[src/rtl/issue_pkg.sv]
package issue_pkg;

    localparam int KIND_W = 3;

    typedef enum logic [KIND_W-1:0] {
        OP_ALU    = 3'd0,
        OP_LOAD   = 3'd1,
        OP_STORE  = 3'd2,
        OP_MUL    = 3'd3,
        OP_BRANCH = 3'd4
    } op_kind_e;

    typedef struct packed {
        logic mem;
        logic ld;
        logic mul;
        logic br;
    } kind_flags_t;

    function automatic kind_flags_t decode_kind(input logic [KIND_W-1:0] k);
        kind_flags_t f;
        f.ld  = (k == OP_LOAD);
        f.mem = (k == OP_LOAD) || (k == OP_STORE);
        f.mul = (k == OP_MUL);
        f.br  = (k == OP_BRANCH);
        return f;
    endfunction

    function automatic logic reads_reg(input logic [7:0] sa, input logic [7:0] sb,
                                       input logic [7:0] r);
        return (r != 8'd0) && ((sa == r) || (sb == r));
    endfunction

endpackage

[src/rtl/load_use_track.sv]
module load_use_track import issue_pkg::*; #(
    parameter int SLOTS    = 4,
    parameter int REG_W    = 5,
    parameter int LU_DEPTH = 1
) (
    input  logic                         clk,
    input  logic                         rst,
    input  logic [SLOTS-1:0]             issue_mask,
    input  logic [SLOTS-1:0][KIND_W-1:0] slot_kind,
    input  logic [SLOTS-1:0][REG_W-1:0]  slot_src_a,
    input  logic [SLOTS-1:0][REG_W-1:0]  slot_src_b,
    input  logic [SLOTS-1:0][REG_W-1:0]  slot_dst,
    output logic [SLOTS-1:0]             lu_block
);
    logic [LU_DEPTH-1:0]            hist_vld;
    logic [LU_DEPTH-1:0][REG_W-1:0] hist_dst;
    logic                           cap_vld;
    logic [REG_W-1:0]               cap_dst;

    always_comb begin
        cap_vld = 1'b0;
        cap_dst = '0;
        for (int s = 0; s < SLOTS; s++) begin
            if (issue_mask[s] && decode_kind(slot_kind[s]).ld && slot_dst[s] != '0) begin
                cap_vld = 1'b1;
                cap_dst = slot_dst[s];
            end
        end
    end

    always_ff @(posedge clk) begin
        if (rst) begin
            hist_vld <= '0;
            hist_dst <= '0;
        end else begin
            hist_vld[0] <= cap_vld;
            hist_dst[0] <= cap_dst;
            for (int d = 1; d < LU_DEPTH; d++) begin
                hist_vld[d] <= hist_vld[d-1];
                hist_dst[d] <= hist_dst[d-1];
            end
        end
    end

    always_comb begin
        lu_block = '0;
        for (int s = 0; s < SLOTS; s++) begin
            for (int d = 0; d < LU_DEPTH; d++) begin
                if (hist_vld[d] &&
                    reads_reg(8'(slot_src_a[s]), 8'(slot_src_b[s]), 8'(hist_dst[d])))
                    lu_block[s] = 1'b1;
            end
        end
    end

endmodule

[config.mk]
export PLATFORM = sky130hd
export DESIGN_NAME = load_use_track
export DESIGN_NICKNAME = d
export VERILOG_FILES = /design/src/rtl/issue_pkg.sv /design/src/rtl/load_use_track.sv
export SDC_FILE = /design/constraint.sdc
export NUM_CORES = 1
export LEC_CHECK = 0
export BUFFER_PORTS_ARGS = -buffer_cell sky130_fd_sc_hd__buf_2
export CELL_PAD_IN_SITES_DETAIL_PLACEMENT = 1
export CELL_PAD_IN_SITES_GLOBAL_PLACEMENT = 1
export CORE_ASPECT_RATIO = 0.7
export CORE_MARGIN = 1
export CORE_UTILIZATION = 24
export CTS_CLUSTER_DIAMETER = 200
export DETAILED_ROUTE_END_ITERATION = 8
export PLACE_DENSITY = 0.9
export SLEW_MARGIN = 20
export SYNTH_ARGS = -nofsm -noshare
export SYNTH_HDL_FRONTEND = slang
export SYNTH_SLANG_ARGS = --single-unit
export TNS_END_PERCENT = 100
[constraint.sdc]
create_clock -name clk -period 2.2 [get_ports clk]
set_input_delay 0.22 -clock clk [delete_from_list [all_inputs] [get_ports clk]]
set_output_delay 0.22 -clock clk [all_outputs]
set_load 0.02 [all_outputs]
======== After elaboration in Yosys (flattened, before gate mapping) ========
Cells that the tools add are included.
operators by class
  equal/unequal tests ..................... 12
  multiplexer cells ....................... 12
  reduce and logical (&&, ||, !) cells .... 25
operator list
  operator                                       count
  == test 5 bit                                  8
  nonzero test 5 bit                             5
  2-to-1 mux 5 bit                               4
  logical AND 1 bit                              16
  == test 3 x 1 -> 1 bit, second input constant  4
  2-to-1 mux 1 bit                               8
  logical OR 1 bit                               4
storage, ports and cells
  register bits after elaboration ......... 6
  input port bits ......................... 78
  logic and storage cells ................. 51

======== Depth between registers and ports, before layout ========
  depth after elaboration ................. 7
  gate-level depth with buffers ........... 5
  gate-level depth less buffers ........... 4

======== Worst setup path after synthesis ========
OpenSTA, ideal clock, no wires.
  kind .................................... flip-flop to output port
  start ................................... register hist_dst[1] (netlist bit)
  end ..................................... output port lu_block[0]
  setup slack ............................. 0.463 ns
  data required time ...................... 1.980 ns
  cell stages (with the launch flop) ...... 5
  arrival time ............................ 1.517 ns
  cells stage by stage .................... dfxtp_1 -> clkbuf_1 -> or4_1 -> o21ai_0 -> a21oi_1
on the way
  cells in the longest elaborated chain, start to end .. 5
  elaborated cells on any way between the ends .. 7
  those cells by class .................... eq/ne (2); mux (1); reduce/logical (4)
RTL lines
  item                               RTL line              source
  from (decl)                        load_use_track.sv:16  logic [LU_DEPTH-1:0][REG_W-1:0] hist_dst;
  from (signal, indexed assignment)  load_use_track.sv:40  hist_dst[d] <= hist_dst[d-1];
  == test 5 bit                      issue_pkg.sv:31       return (r != 8'd0) && ((sa == r) || (sb == r));
  logical OR 1 bit                   issue_pkg.sv:31
  logical AND 1 bit *                issue_pkg.sv:31
  logical AND 1 bit *                load_use_track.sv:49  if (hist_vld[d] &&
  2-to-1 mux 1 bit *                 load_use_track.sv:49
  to (decl)                          load_use_track.sv:13  output logic [SLOTS-1:0] lu_block
Every way passes the cells marked *; elsewhere a longest branch is shown, timed or not.

======== Worst setup path in the final report ========
  start ................................... register hist_dst[0] (netlist bit)
  end ..................................... output port lu_block[3]
Same word-level chain as after synthesis.

==> results.cfg <==
[outcome]
status = finished clean

[drt]
wire_per_inst_um = 13.3
route.vias.total = 1158
wl_um = 3280
drtIter0Drc = 10
ant_nets = 0
drt-pass1-iter-count = 4
vias_per_cell = 4.69
drc = 0

[power]
p_leak_nw = 0.703
power_mw = 0.470
power_density_nw_per_um2 = 322
ir_worst_vdd_mv = 0.242

[sta]
max_clock_freq_mhz = 535
min_period_ns = 1.87
finalSetupViolations = 0
worstMarginPinSlew_ns = 0.660
layout_setup_ws_ns = 0.332
slew_violations = 0
maxSlewHeadroom_pct = 55.4
hold_viol = 0
finalCritPeriodShare_pct = 84.9
rsz0062_at_grt = false
finalSetupTns_ns = 0

[placed_design]
dp_slack_ns = 0.496
place_hpwl_um = 2800
gp_congestion = 0.790
numPortBuffers = 81
placed_area_um2 = 1420
dpl.cell_count = 244

[synth]
async_flop_share_pct = 0
synth_edf_count = 0
netlist_area_um2 = 925
synth_most_common_cell = xor2_1
ys.flop_type = dfxtp_1
synth_fp_nets = 191
syn_inst = 113
synth.avg_cell_area_um2 = 8.18
synthTopCellsByArea = xor2_1 23%, xnor2_1 15%, dfxtp_1 13%
synth_seq_cells = 6
synth-seq-area-share_pct = 13.0
ys_warn_count = 0
synth_top_area_share_pct = 22.7
ys_top_cells_by_count = 24 x xor2_1, 16 x xnor2_1, 8 x nand3_1, 8 x nor3_1
yosys.area.top_type = xor2_1
ys_types = 29

[critical_path]
arrival_ns = 1.65
start_kind = flip-flop
cp-startpoint = hist_dst[0]
crit_type = flip-flop to primary output
crit_slowest_cell = dfxtp_1
endpoint_kind = primary output
crit_chain = xor2_1 > nor3_1 > nand3_1 > a21oi_1 > buf_2
required_ns = 1.98
cp_slowest_stage_delay_ns = 0.62
path_max_fanout = 9

[clock_tree]
clk_pin_slew_ns = 0.04
clock_sinks = 6
root_buffer = clkbuf_8
cts_inserted_buffers = 3
h-tree-depth = 1
cts.path.max_buffers = 2
cts.repair.resized = 0
cts_tree = built
post-cts-setup-buffers = 0
postCtsHoldBufs = 0

[hold_path]
hp-start = rst
hold_class = input pin to flip-flop
holdPathStages = 2

[grt]
grt_overflow_total = 0
grt_pass1_vias = 1134
grt_pass1_wl_um = 5190
track_usage_pct = 16.5
grt_max_degree = 10
antenna_found_initial = 0

[final_layout]
drive_gt1_share_pct = 48.7
nets = 277
syn2layout_area_growth_pct = 57.5
finalInstanceArea_um2 = 1460
instances_no_fill = 247
antenna_cells = 0

[job]
max_cap_violations = 0

[floorplan]
pin_count = 82
num_rows = 18
initial_core_util_pct = 25.7
core_um2 = 3600
fp.dieW_um = 76.2
die_y_um = 53.9
die_area_um2 = 4110
sequential cells by signal, indices dropped and copies added (netlist names):
register,count
hist_vld,1
hist_dst,5
cells by family after synthesis:
kind of cell | Yosys count | synth area share (%)
simple gates | 35 | 25.6
compound gates | 26 | 21.1
xor+xnor | 40 | 37.9
buf+inv | 6 | 2.44
flops | 6 | 13.0
report_power, final:
group / switching, mW / internal [mW]
combinational: 0.0819 / 0.104
clock: 0.0481 / 0.118
sequential: 0.00417 / 0.114
through the flow:
stage / utilization, % / hold WS, ns
floorplan: - / 0.289
global placement: 39.3 / 0.482
detailed placement: 39.3 / 0.488
CTS: 40.4 / 0.254
global route: 40.4 / 0.270
finish: 40.4 / 0.259
cells in the final DEF, fill, tap and decap left out, types with 2 or more instances in the layout:
cell type,n
a22oi_1,2
o22ai_1,2
dfxtp_1,6
a32oi_1,2
nor3_1,8
o32ai_1,2
o21ai_4,2
or4_1,4
nand2_1,2
xnor2_1,16
clkbuf_8,3
nand3_1,8
and2_1,5
o21ai_0,2
a21oi_1,4
buf_4,6
xor2_1,24
a31oi_1,5
nor4bb_1,2
buf_2,81
cell type report:
cell class | instances | area [um^2]
clock buffers | 3 | 41.3
fillers | 477 | 2150
multi-input cells | 101 | 782
well taps | 50 | 62.6
repair buffers | 87 | 450
flip-flops and latches | 6 | 120
worst paths after layout:
check                      to  slack, ns
setup / recovery  lu_block[3]       0.33
hold / removal    hist_dst[3]       0.26
worst max-delay path: cells and delay by family, from the launching register on:
kind | cells | cell delay, ns
buf+inv | 1 | 0.18
flops | 1 | 0.62
compound gates | 1 | 0.16
xor+xnor | 1 | 0.13
simple gates | 2 | 0.33
routing by layer:
layer	part of all wire, %	track usage, %	vias to the layer above
met5	0	0	-
met4	0.43	2.88	0
met3	7.5	4.24	2
met2	49	32.4	57
met1	43	18.7	511
li1	-	-	588
No activity file was read; power rests on OpenSTA's default activity.
